$ cat src/rtl/syncTxPkg.sv
package syncTxPkg;
  typedef enum logic {ST_IDLE, ST_RUN} txState_t;

  typedef struct packed {
    logic load;
    logic shift;
  } txStrobe_t;
endpackage

$ cat src/rtl/syncTxEdge.sv
module syncTxEdge (
  input  logic clk,
  input  logic rstN,
  input  logic sckIn,
  output logic fallPulse
);
  logic [2:0] syncSh;

  always_ff @(posedge clk) begin
    if (!rstN) syncSh <= 3'b111;
    else       syncSh <= {syncSh[1:0], sckIn};
  end

  assign fallPulse = syncSh[2] & ~syncSh[1];
endmodule

$ cat src/rtl/syncTxData.sv
module syncTxData
  import syncTxPkg::*;
#(
  parameter int FRAME_W = 8
) (
  input  logic               clk,
  input  logic               rstN,
  input  logic               wrEn,
  input  logic [FRAME_W-1:0] wrData,
  input  txStrobe_t          strobe,
  output logic               txOut
);
  logic [FRAME_W-1:0] dataReg;
  logic [FRAME_W-2:0] restReg;
  logic               txBit;

  always_ff @(posedge clk) begin
    if (!rstN) dataReg <= '0;
    else if (wrEn) dataReg <= wrData;
  end

  always_ff @(posedge clk) begin
    if (!rstN) begin
      restReg <= '0;
      txBit   <= 1'b1;
    end else if (strobe.load) begin
      restReg <= dataReg[FRAME_W-1:1];
      txBit   <= dataReg[0];
    end else if (strobe.shift) begin
      txBit   <= restReg[0];
      restReg <= {1'b0, restReg[FRAME_W-2:1]};
    end
  end

  assign txOut = txBit;
endmodule

$ cat src/rtl/syncTxCtrl.sv
module syncTxCtrl
  import syncTxPkg::*;
#(
  parameter int FRAME_W = 8,
  parameter int DIV_W   = 8,
  parameter int ERR_W   = 3
) (
  input  logic             clk,
  input  logic             rstN,
  input  logic             wrEn,
  input  logic             extClkMode,
  input  logic [DIV_W-1:0] clkDiv,
  input  logic [ERR_W-1:0] rxErr,
  input  logic             extFall,
  output txStrobe_t        strobe,
  output logic             emptyFlag,
  output logic             endFlag,
  output logic             sckReg
);
  localparam int CNT_W = $clog2(FRAME_W);
  localparam logic [CNT_W-1:0] LAST_BIT = CNT_W'(FRAME_W - 1);

  txState_t         state;
  logic [CNT_W-1:0] bitCnt;
  logic [DIV_W-1:0] divCnt;
  logic             running, startOk, tick, fallEv, lastBit, endFrame, finish;

  assign running  = (state == ST_RUN);
  assign startOk  = !emptyFlag && (rxErr == '0);
  assign tick     = (divCnt == clkDiv);
  assign fallEv   = extClkMode ? extFall : (tick && sckReg);
  assign lastBit  = (bitCnt == LAST_BIT);
  assign endFrame = running && fallEv && lastBit;
  assign finish   = endFrame && !startOk;

  always_comb begin
    strobe.load  = (!running && startOk && (extClkMode ? extFall : 1'b1))
                 || (endFrame && startOk);
    strobe.shift = running && fallEv && !lastBit;
  end

  always_ff @(posedge clk) begin
    if (!rstN) begin
      state  <= ST_IDLE;
      bitCnt <= '0;
    end else if (strobe.load) begin
      state  <= ST_RUN;
      bitCnt <= '0;
    end else if (strobe.shift) begin
      bitCnt <= bitCnt + 1'b1;
    end else if (finish) begin
      state  <= ST_IDLE;
    end
  end

  always_ff @(posedge clk) begin
    if (!rstN) begin
      divCnt <= '0;
      sckReg <= 1'b1;
    end else if (extClkMode) begin
      divCnt <= '0;
      sckReg <= 1'b1;
    end else if (strobe.load) begin
      divCnt <= '0;
      sckReg <= 1'b0;
    end else if (running) begin
      if (tick) begin
        divCnt <= '0;
        sckReg <= finish ? 1'b1 : ~sckReg;
      end else begin
        divCnt <= divCnt + 1'b1;
      end
    end
  end

  always_ff @(posedge clk) begin
    if (!rstN) begin
      emptyFlag <= 1'b1;
      endFlag   <= 1'b1;
    end else begin
      if (wrEn)             emptyFlag <= 1'b0;
      else if (strobe.load) emptyFlag <= 1'b1;
      if (wrEn)             endFlag   <= 1'b0;
      else if (finish)      endFlag   <= 1'b1;
    end
  end
endmodule

$ cat src/rtl/syncSerialTx.sv
module syncSerialTx
  import syncTxPkg::*;
#(
  parameter int FRAME_W = 8,
  parameter int DIV_W   = 8,
  parameter int ERR_W   = 3
) (
  input  logic               clk,
  input  logic               rstN,
  input  logic               wrEn,
  input  logic [FRAME_W-1:0] wrData,
  input  logic               extClkMode,
  input  logic [DIV_W-1:0]   clkDiv,
  input  logic               txIntEn,
  input  logic               endIntEn,
  input  logic [ERR_W-1:0]   rxErr,
  input  logic               sckIn,
  output logic               txOut,
  output logic               sckOut,
  output logic               emptyFlag,
  output logic               endFlag,
  output logic               txIrq,
  output logic               endIrq
);
  txStrobe_t strobe;
  logic      extFall;

  syncTxEdge u_edge (
    .clk       (clk),
    .rstN      (rstN),
    .sckIn     (sckIn),
    .fallPulse (extFall)
  );

  syncTxCtrl #(.FRAME_W(FRAME_W), .DIV_W(DIV_W), .ERR_W(ERR_W)) u_ctrl (
    .clk        (clk),
    .rstN       (rstN),
    .wrEn       (wrEn),
    .extClkMode (extClkMode),
    .clkDiv     (clkDiv),
    .rxErr      (rxErr),
    .extFall    (extFall),
    .strobe     (strobe),
    .emptyFlag  (emptyFlag),
    .endFlag    (endFlag),
    .sckReg     (sckOut)
  );

  syncTxData #(.FRAME_W(FRAME_W)) u_data (
    .clk    (clk),
    .rstN   (rstN),
    .wrEn   (wrEn),
    .wrData (wrData),
    .strobe (strobe),
    .txOut  (txOut)
  );

  assign txIrq  = txIntEn  & emptyFlag;
  assign endIrq = endIntEn & endFlag;
endmodule

$ cat config.mk
export PLATFORM = sky130hd
export DESIGN_NAME = syncSerialTx
export DESIGN_NICKNAME = d
export VERILOG_FILES = /design/src/rtl/syncTxPkg.sv /design/src/rtl/syncTxEdge.sv /design/src/rtl/syncTxData.sv /design/src/rtl/syncTxCtrl.sv /design/src/rtl/syncSerialTx.sv
export SDC_FILE = /design/constraint.sdc
export NUM_CORES = 1
export LEC_CHECK = 0
export BUFFER_PORTS_ARGS = -buffer_cell sky130_fd_sc_hd__buf_4
export CAP_MARGIN = 20
export CORE_ASPECT_RATIO = 0.75
export CORE_MARGIN = 10
export CORE_UTILIZATION = 48
export DETAILED_ROUTE_END_ITERATION = 7
export PLACE_DENSITY = 0.71
export RECOVER_POWER = 25
export SETUP_SLACK_MARGIN = 0.1
export SLEW_MARGIN = 10
export SYNTH_ARGS = -nofsm -noshare
export SYNTH_HDL_FRONTEND = slang
export SYNTH_HIERARCHICAL = 1
export SYNTH_SLANG_ARGS = --single-unit
$ cat constraint.sdc
create_clock -name clk -period 2.3 [get_ports clk]
set_input_delay 0.23 -clock clk [delete_from_list [all_inputs] [get_ports clk]]
set_output_delay 0.23 -clock clk [all_outputs]
set_load 0.005 [all_outputs]
# Word-level counts from Yosys, hierarchy flattened
# Index checks and enable logic that the tools add are counted.
# totals
mem_bits_ro	0
ram_bits	0
mem_count	0
elab_cells	65
latch_bits	0
in_bits	26
register_bits	34
out_inout_bits	6
# op_classes
muxes	18
shift	0
eq_ne	3
div	0
mul	0
n_lt_le_gt_ge	0
add_sub_neg	2
n_reduce_logical	26
n_bitwise	6
# ops
operator	count
1-bit two-way mux	15
7-bit two-way mux	2
2-bit nonzero test	6
1-bit logical AND	9
8-bit by 1-bit adder with 8-bit output, second input constant	1
8-bit equality test	1
8-bit two-way mux	1
1-bit zero test	4
2-bit AND reduction	2
2-bit OR reduction	2
3-bit by 1-bit adder with 3-bit output, second input constant	1
1-bit bitwise AND	3
3-bit equality test, second input constant	1
3-bit zero test	1
1-bit NOT	3
3-bit OR reduction	1
2-bit by 1-bit inequality test with 1-bit output, second input constant	1
1-bit logical OR	1

# Longest topological paths before layout
# Gate-level depths: netlist (run 1).
# depth
ltp_word	10
depth_mapped	8
ltp_nobuf	7

# Hierarchy
# The synthesis (run 1) kept the hierarchy.
# by_module_without_submodules
module	n_inst	cells_each	seq_area_each_um2	area_each_um2
syncTxCtrl	1	97	300.3	883.3
syncTxData	1	62	320.3	678.2
syncTxEdge	1	7	60.1	85.1
syncSerialTx	1	2	0.0	12.5

# Worst setup path before layout (run 1)
# Ideal clock, no wire load.
# synth_path
path_type	reg2reg
from	reg u_ctrl.emptyFlag
to	reg u_data.restReg[0]
arrival_time_ns	1.852
synth_period_minus_slack_ns	1.937
path_slack_ns	0.363
path_buffers	1
path_stages_with_launch	7
t_required_ns	2.214
cell_sequence	dfxtp_1 -> or4_1 -> a211o_1 -> a21oi_2 -> buf_6 -> inv_1 -> a211oi_1
# synth_rtl
element	line_no	source
from (decl)	syncTxCtrl.sv:16	output logic emptyFlag,
from (signal assigned)	syncTxCtrl.sv:78	emptyFlag <= 1'b1;
from (signal assigned)	syncTxCtrl.sv:81	if (wrEn) emptyFlag <= 1'b0;
from (signal assigned)	syncTxCtrl.sv:82	else if (strobe.load) emptyFlag <= 1'b1;
to (signal assigned)	syncTxData.sv:27	restReg <= dataReg[FRAME_W-1:1];
to (signal assigned)	syncTxData.sv:31	restReg <= {1'b0, restReg[FRAME_W-2:1]};
to (decl)	syncTxData.sv:14	logic [FRAME_W-2:0] restReg;

==> flow_summary_export.csv, run 1 <==
group,metric,value,unit
placement,gp_congestion,0.7815,
route,wire_per_inst,14.83,um
die,die_w,87.89,um
timing,clock.fmax,487.3,MHz
finish,seq_area,680.7,um^2
logic_synthesis,synth_edf_count,0,
setup_path,critical_path_class,"flop to flop",
setup_path,critPathBufInv,1,
finish,nFillCells,289,
setup_path,cp_num_cells,8,
die,rows,18,
finish,area_growth,24.51,%
die,die-height,70.92,um
finish,drive_gt1_frac,0.2705,
grt,grt_pass1_vias,1401,
die,pin_count,32,
setup_path,start_kind,"flop",
timing,slew_headroom,0.6593,
power_and_ir_drop,power_density,605.3,nW/um^2
route,top_layer_used,"met4",
logic_synthesis,ys_async_sr_fraction,0,
clocking,cts.sinks,34,
grt,grt.total_usage,0.1227,
logic_synthesis,synthCells,168,
power_and_ir_drop,p_leak,0.8441,nW
clocking,post-cts-setup-buffers,0,
run,drv_cap,0,
grt,grt_pass1_wl,6.251,mm
setup_path,reg2regPathDepth,8,
clocking,clk_pin_slew,60,ps
grt,grt_start_max_net_pins,16,
timing,slew_violations,0,
route,drtAntennaViolNets,0,
route,drtIter0Drc,81,
logic_synthesis,netlist_area,1659,um^2
clocking,cts_max_level,2,
setup_path,crit_top_cell,"ha_1",
hold_path,hold_path.class,"input port to flop",
clocking,clockBufferDepth,2,
finish,fin_nets,235,
route,drt-pass1-iter-count,4,
setup_path,critPathMaxFanout,13,
route,via_per_inst,5.441,
die,dieArea,6232,um^2
route,wl_met3,258,um
placement,dpl-instance-area,1956,um^2
grt,antenna_found_initial,0,
timing,worst_pin_slew,511.1,ps
logic_synthesis,yosysWarnings,6,
timing,fin_worst_skew,2.749,ps
timing,period_needed,2052,ps
route,wl,3.663,mm
clocking,cts_tree,"built",
setup_path,worstPathRequired,2510,ps
timing,setup_tns,0,ps
route,vias,1344,
setup_path,cp.arrival,2270,ps
setup_path,cp_top_family,"simple AND/OR/NAND/NOR gates",
timing,fin_crit_sh,0.8923,
logic_synthesis,syn_nets,197,
logic_synthesis,seq_area_frac_synth,0.4103,
clocking,clkLatencyLatePin,280,ps
placement,io_buffers,31,
logic_synthesis,ys_seq_elements,34,
route,wl_met1,1.795,mm
setup_path,crit_chain,"ha_1 > ha_1 > nor2b_1 > a211o_1 > a21oi_4 > buf_12 > or3b_4 > a21oi_2",
timing,hold_viol,0,
route,drc,0,
logic_synthesis,netlist-cell-type-count,44,
finish,multi_input_area,934.6,um^2
setup_path,cp-end-kind,"flop",
clocking,cts_root_buf,"clkbuf_8",
clocking,cts_buffers,5,
setup_path,rrSetupSlack,250,ps
logic_synthesis,syn_area_per_cell,9.876,um^2
finish,design_area,2066,um^2
finish,diodes,0,
die,start_util,0.5011,
die,core-area,3311,um^2
hold_path,hold_depth,2,
timing,finalSetupViolCount,0,
placement,post-dp-hpwl,2.899,mm
setup_path,cpPeakStageDelay,390,ps
logic_synthesis,synth-main-ff-cell,"dfxtp_1",
status,outcome,"completed",
power_and_ir_drop,peakVddDrop,0.0003740,V
route,wl_met2,1.548,mm
grt,gr-total-overflow,0,
setup_path,critical_path.slowest_cell,"or3b_4",
timing,rsz0062_at_grt,"false",
-- area by class of cell --
class,instances,share of cell area
Inverter,4,0.007268
Timing Repair Buffer,36,0.1351
Tap cell,40,0.02423
Clock inverter,1,0.01454
Clock buffer,7,0.03695
Sequential cell,34,0.3295
Multi-Input combinational cell,125,0.4525
-- cell usage after synthesis, drive strengths merged, types with 2 or more instances --
cell type | n | area [um^2]
nor2b | 13 | 96.34
nor2 | 11 | 41.29
mux2i | 16 | 160.2
dfxtp | 34 | 680.7
buf | 4 | 32.53
nand4 | 2 | 12.51
and3 | 2 | 12.51
xor2 | 10 | 87.58
ha | 3 | 37.54
xnor2 | 3 | 26.28
a211oi | 9 | 72.57
o21ai | 5 | 25.02
a21oi | 4 | 27.53
nand2b | 6 | 37.54
nor4 | 2 | 25.02
nand3 | 4 | 20.02
nand2 | 5 | 18.77
a31oi | 2 | 12.51
and2 | 8 | 51.30
or4 | 2 | 15.01
nor3 | 3 | 15.01
inv | 4 | 15.01
-- metrics by stage --
step	hold WS, ps	cells	setup WS [ps]	util	power (W)
after detailed placement	424.1	239	238.6	0.5907	0.0007379
after global placement	388.2	239	308.5	0.5907	0.0007330
after global routing	148.9	247	118.9	0.6240	0.001299
final	133.2	247	247.7	0.6240	0.001250
after floorplan	303.0	168	362.6	-	0.0006770
after CTS	130.6	247	243.5	0.6228	0.001265
-- timing repair --
action                                  CTS  global route
hold endpoints to repair                  0             0
hold buffers                              0             0
resized for setup                         0             1
endpoints found under the setup margin    0             6
-- flip-flops by register name, indices dropped and copies added (netlist names) --
| signal | count |
|---|---|
| u_ctrl/bitCnt | 3 |
| u_ctrl/divCnt | 8 |
| u_ctrl/emptyFlag | 1 |
| u_ctrl/endFlag | 1 |
| u_ctrl/running | 1 |
| u_ctrl/sckReg | 1 |
| u_data/dataReg | 8 |
| u_data/restReg | 7 |
| u_data/txOut | 1 |
| u_edge/syncSh | 3 |
-- metal layers --
layer	vias to the layer above	GRT usage
li1	680	-
met1	616	0.1551
met2	39	0.1798
met3	9	0.05034
met4	0	0.04947
met5	-	0
-- path summary, 6_finish.rpt --
path | from | endpoint
worst min-delay path | sckIn | u_edge/syncSh[0]
worst max register to register | u_ctrl/bitCnt[0] | u_data/restReg[6]
worst min register to register | u_edge/syncSh[0] | u_edge/syncSh[1]
worst max-delay path | u_ctrl/bitCnt[0] | u_data/restReg[6]
-- power breakdown --
part           internal, W  switching (W)  total [W]  leakage (nW)
logic            0.0000599      0.0000486   0.000108         0.515
registers         0.000605     0.00000991   0.000615         0.277
clock network     0.000324       0.000203   0.000527        0.0524
total             0.000989       0.000261    0.00125         0.844
-- layout by cell type, fill, tap and decap left out, types with 2 or more instances in the layout --
master / Yosys / routed
buf_4: 0 / 34
dfxtp_1: 34 / 34
mux2i_1: 16 / 16
nor2_1: 11 / 11
xor2_1: 10 / 10
a211oi_1: 8 / 8
and2_1: 7 / 7
nor2b_1: 7 / 7
nand2b_1: 6 / 6
nor2b_2: 6 / 6
clkbuf_8: 0 / 5
nand2_1: 5 / 5
nand3_1: 4 / 4
inv_1: 4 / 4
o21ai_0: 4 / 4
clkbuf_1: 1 / 3
nor3_1: 3 / 3
xnor2_1: 3 / 3
ha_1: 3 / 3
nor4_2: 2 / 2
or4_1: 2 / 2
a21oi_1: 2 / 2
and3_1: 2 / 2
nand4_1: 2 / 2
a31oi_1: 2 / 2
-- worst reg2reg max path: stages (launching register included) --
cell     delay, ps
dfxtp_1        320
ha_1           210
ha_1           250
nor2b_1        230
a211o_1        220
a21oi_4         80
buf_12         160
or3b_4         390
a21oi_2        130
-- cell families after synthesis --
| family | count (synthesis) | synth area share |
|---|---|---|
| compound gates | 27 | 0.1214 |
| xor+xnor | 13 | 0.06863 |
| fa+ha+maj | 3 | 0.02263 |
| buf+inv | 9 | 0.03091 |
| flops | 34 | 0.4103 |
| mux | 16 | 0.09653 |
| simple gates | 66 | 0.2496 |
No activity file was read; power rests on OpenSTA's default activity.
==> run 2, diff against run 1 <==
--- a/config.mk
+++ b/config.mk
@@ -7,11 +7,13 @@
 export LEC_CHECK = 0
 export BUFFER_PORTS_ARGS = -buffer_cell sky130_fd_sc_hd__buf_4
 export CAP_MARGIN = 20
+export CELL_PAD_IN_SITES_DETAIL_PLACEMENT = 0
+export CELL_PAD_IN_SITES_GLOBAL_PLACEMENT = 1
 export CORE_ASPECT_RATIO = 0.75
 export CORE_MARGIN = 10
-export CORE_UTILIZATION = 48
+export CORE_UTILIZATION = 41
 export DETAILED_ROUTE_END_ITERATION = 7
-export PLACE_DENSITY = 0.71
+export PLACE_DENSITY_LB_ADDON = 0.1
 export RECOVER_POWER = 25
 export SETUP_SLACK_MARGIN = 0.1
 export SLEW_MARGIN = 10
==> flow_summary_export.csv, run 2 (synthesized netlist as in run 1, its figures left out) <==
group,metric,value,unit
setup_path,worstPathRequired,2490,ps
clocking,cts_buffers,5,
setup_path,r2r_end,"u_data/restReg[3]",
clocking,cts_tree,"built",
clocking,cts_root_buf,"clkbuf_8",
timing,period_needed,2039,ps
hold_path,hold_path.class,"input port to flop",
die,core-area,3780,um^2
timing,layout_setup_ws,260.6,ps
grt,grt.total_usage,0.1180,
timing,slew_headroom,0.6764,
clocking,clockBufferDepth,2,
placement,gp_congestion,0.8308,
setup_path,cp_top_family,"compound AO/OA/AOI/OAI gates",
finish,area_growth,23.68,%
grt,grt_pass1_wl,6.437,mm
clocking,hold_buffers,0,
die,start_util,0.4389,
timing,finalSetupViolCount,0,
setup_path,reg2regPathDepth,5,
setup_path,critical_path.slowest_cell,"or4_1",
setup_path,cpPeakStageDelay,610,ps
timing,clock.fmax,490.3,MHz
power_and_ir_drop,p_leak,0.8375,nW
route,drtIter0Drc,62,
route,drc,0,
hold_path,min_from,"sckIn",
die,pin_count,32,
setup_path,start_kind,"flop",
route,drt-pass1-iter-count,4,
route,vias,1325,
clocking,clk_pin_slew,70,ps
finish,final_util,0.5429,
setup_path,critPathBufInv,1,
finish,final_cell_mix,"buf_4, dfxtp_1, mux2i_1",
route,drtAntennaViolNets,0,
setup_path,critPathMaxFanout,11,
clocking,post-cts-setup-buffers,0,
setup_path,cp.arrival,2230,ps
die,rows,19,
run,drv_cap,0,
setup_path,r2r_start,"u_ctrl/emptyFlag",
timing,hold_viol,0,
timing,fin_crit_sh,0.8867,
timing,slew_violations,0,
hold_path,hold_depth,2,
timing,rsz0062_at_grt,"false",
power_and_ir_drop,peakVddDrop,0.0004201,V
power_and_ir_drop,power_density,565.0,nW/um^2
grt,antenna_found_initial,0,
die,die-height,75.09,um
route,wire_per_inst,15.20,um
status,outcome,"completed",
setup_path,rrSetupSlack,260,ps
timing,setup_tns,0,ps
finish,final_common_cell,"buf_4",
die,dieArea,7018,um^2
hold_path,min_delay_worst_endpoint,"u_edge/syncSh[0]",
timing,worst_pin_slew,485.5,ps
grt,grt_pass1_vias,1281,
clocking,cts.sinks,34,
placement,place_ws,176.8,ps
finish,fin_nets,236,
grt,grt_start_max_net_pins,17,
placement,io_buffers,31,
finish,top_regs,"u_ctrl/divCnt (8), u_data/dataReg (8), u_data/restReg (7)",
die,die_w,93.46,um
setup_path,critical_path_class,"flop to flop",
clocking,cts_max_level,2,
finish,diodes,0,
timing,fin_worst_skew,8.349,ps
clocking,cts.repair.resized,0,
setup_path,cp-end-kind,"flop",
grt,gr-total-overflow,0,
route,wl,3.921,mm
finish,drive_gt1_frac,0.2767,
route,via_per_inst,5.136,
clocking,clkLatencyLatePin,290,ps
placement,post-dp-hpwl,3.035,mm
setup_path,crit_chain,"or4_1 > a211o_1 > a21oi_4 > inv_1 > a211oi_1",
run 2: how the worst max path moves through the flow:
| stage | from | to | slack (ps) | depth (start not counted) |
|---|---|---|---|---|
| global route | u_ctrl/divCnt[5] | u_data/txOut | 120 | 7 |
| global placement | rxErr[1] | u_data/restReg[1] | 260 | 6 |
| detailed placement | rxErr[1] | u_data/restReg[1] | 180 | 6 |
| CTS | u_ctrl/emptyFlag | u_data/restReg[1] | 160 | 5 |
| finish | u_ctrl/emptyFlag | u_data/restReg[3] | 260 | 5 |
| floorplan | u_ctrl/emptyFlag | u_data/restReg[0] | 360 | 6 |
run 2: layer usage:
metal | vias to the layer above | global-route usage | wire (um)
li1 | 678 | - | -
met1 | 600 | 0.1756 | 2184
met2 | 37 | 0.1456 | 1489
met3 | 10 | 0.03774 | 169
met4 | 0 | 0.05290 | 77
met5 | - | 0 | 0
run 2: cell type report:
class / instances / area [um^2]
inverters: 4 / 15.01
fillers: 365 / 1728
flip-flops and latches: 34 / 680.7
repair buffers: 37 / 274.0
clock buffers: 6 / 82.58
multi-input cells: 125 / 934.6
well taps: 52 / 65.06
run 2: metrics by stage:
stage	power (W)	cell area [um^2]	std cells	hold WS [ps]
after floorplan	0.0006770	1659	168	303.0
after global placement	0.0007345	1966	252	392.4
after detailed placement	0.0007383	1966	252	409.7
after CTS	0.001173	2048	258	122.7
after global routing	0.001204	2052	258	142.8
final	0.001159	2052	258	127.2
run 2: power breakdown:
group	switching, W	internal, W
combinational	0.0000486	0.0000590
sequential	0.0000116	0.000605
clock	0.000204	0.000231
==> run 3, diff against run 2 <==
==> constraint.sdc (replaced) <==
create_clock -name clk -period 2.05 [get_ports clk]
set_input_delay 0.205 -clock clk [delete_from_list [all_inputs] [get_ports clk]]
set_output_delay 0.205 -clock clk [all_outputs]
set_load 0.005 [all_outputs]
==> flow_summary_export.csv, run 3 (synthesized netlist as in run 1, its figures left out) <==
group,metric,value,unit
die,die-height,75.09,um
power_and_ir_drop,seqPwrFrac,0.477,
hold_path,hold_path.class,"input port to flop",
clocking,clk_pin_slew,70,ps
die,start_util,0.4389,
setup_path,critPathMaxFanout,5,
timing,slew_violations,0,
timing,rsz0062_at_grt,"false",
placement,dpl-instance-area,2026,um^2
finish,final_common_cell,"buf_4",
route,wl,4.257,mm
setup_path,r2r_end,"u_data/txOut",
clocking,cts_buffers,5,
grt,grt.total_usage,0.1179,
finish,design_area,2226,um^2
placement,io_buffers,31,
route,via_per_inst,5.100,
timing,holdWs,104.8,ps
timing,period_needed,1927,ps
power_and_ir_drop,power_density,650.9,nW/um^2
timing,slew_headroom,0.6744,
setup_path,worstPathRequired,2190,ps
timing,fin_worst_skew,3.325,ps
finish,drive_gt1_frac,0.3624,
clocking,cts_root_buf,"clkbuf_8",
route,drc,0,
timing,fin_crit_sh,0.9402,
setup_path,r2r_start,"u_ctrl/emptyFlag",
status,outcome,"completed",
timing,worst_pin_slew,488.5,ps
timing,clock.fmax,518.8,MHz
setup_path,reg2regPathDepth,6,
run,drv_cap,0,
finish,layout.cells.non_filler,270,
hold_path,min_from,"sckIn",
power_and_ir_drop,p_leak,0.9116,nW
power_and_ir_drop,p_clk_frac,0.430,
power_and_ir_drop,peakVddDrop,0.0005228,V
timing,setup_tns,0,ps
die,core-area,3780,um^2
finish,top_regs,"u_ctrl/divCnt (8), u_data/dataReg (8), u_data/restReg (7)",
clocking,cts_tree,"built",
route,drt-pass1-iter-count,4,
setup_path,crit_end,"u_data/txOut",
die,rows,19,
grt,gr-total-overflow,0,
clocking,cts.sinks,34,
hold_path,hold_depth,2,
setup_path,critical_path_class,"flop to flop",
clocking,cts_max_level,2,
route,drtIter0Drc,100,
setup_path,startpoint,"u_ctrl/emptyFlag",
die,dieArea,7018,um^2
power_and_ir_drop,power,0.001449,W
finish,fin_nets,247,
timing,hold_viol,0,
setup_path,cp-end-kind,"flop",
timing,finalSetupViolCount,0,
route,vias,1377,
power_and_ir_drop,p_switching,0.0003087,W
finish,area_growth,34.16,%
grt,grt_start_max_net_pins,16,
power_and_ir_drop,p_sw_frac,0.2131,
placement,gp_congestion,0.7952,
power_and_ir_drop,internal_power,0.001140,W
setup_path,start_kind,"flop",
route,drtAntennaViolNets,0,
placement,post-dp-hpwl,3.146,mm
clocking,clockBufferDepth,2,
route,wire_per_inst,15.77,um
finish,diodes,0,
grt,antenna_found_initial,0,
clocking,clkLatencyLatePin,280,ps
grt,grt_pass1_wl,6.589,mm
die,pin_count,32,
die,die_w,93.46,um
grt,grt_pass1_vias,1337,
power_and_ir_drop,p_comb_frac,0.093,
finish,final_cell_mix,"buf_4, dfxtp_1, mux2i_1",
clocking,hold_buffers,0,
placement,dp_cells,260,
setup_path,rrSetupSlack,120,ps
setup_path,cp.arrival,2070,ps
run 3: worst min-delay path by stage:
stage                             to
floorplan           u_edge/syncSh[2]
global placement    u_edge/syncSh[0]
detailed placement  u_edge/syncSh[0]
CTS                 u_edge/syncSh[0]
global route        u_edge/syncSh[0]
finish              u_edge/syncSh[0]
run 3: worst max-delay path: stages, from the launching register on:
cell     delay (ps)
dfxtp_1         310
or4_4           560
a211o_4         360
a21oi_4         190
buf_6           130
and3b_2         180
a31oi_1          50
run 3: power groups by stage:
stage | logic, W | registers, W | clock network [W]
2_1_floorplan | 0.0000573 | 0.000702 | 0
3_3_place_gp | 0.000123 | 0.000705 | 0
3_5_place_dp | 0.000127 | 0.000706 | 0
4_1_cts | 0.000129 | 0.000691 | 0.000638
5_1_grt | 0.000148 | 0.000693 | 0.000666
6_report | 0.000135 | 0.000691 | 0.000623
run 3: stage by stage:
step,setup slack [ps],utilization
after global placement,26.19,0.5359
after global routing,65.32,0.5889
final,122.6,0.5889
after detailed placement,17.25,0.5359
after CTS,106.1,0.5697
after floorplan,112.6,-
run 3: layer usage:
metal	share of wire	vias to the layer above	routed length, um	global-route usage
li1	-	706	-	-
met1	0.51	641	2153	0.1671
met2	0.44	27	1875	0.1641
met3	0.049	3	208	0.04071
met4	0.0047	0	20	0.03072
met5	0	-	0	0
run 3: repair_timing:
item | 4_1_cts | 5_1_grt
gates resized for setup | 2 | 12
setup endpoints to repair | 8 | 9
endpoints found under the hold margin | 0 | 0
gates cloned | 0 | 1
pin swaps | 0 | 6
buffers inserted | 0 | 2
run 3: layout make-up:
type	count	area [um^2]
sequential	34	681.9
timing repair buffer	47	356.6
multi-input combinational	126	994.7
clock inverter	1	30.03
inverter	4	15.01
fill	346	1554
clock buffer	6	82.58
tap	52	65.06
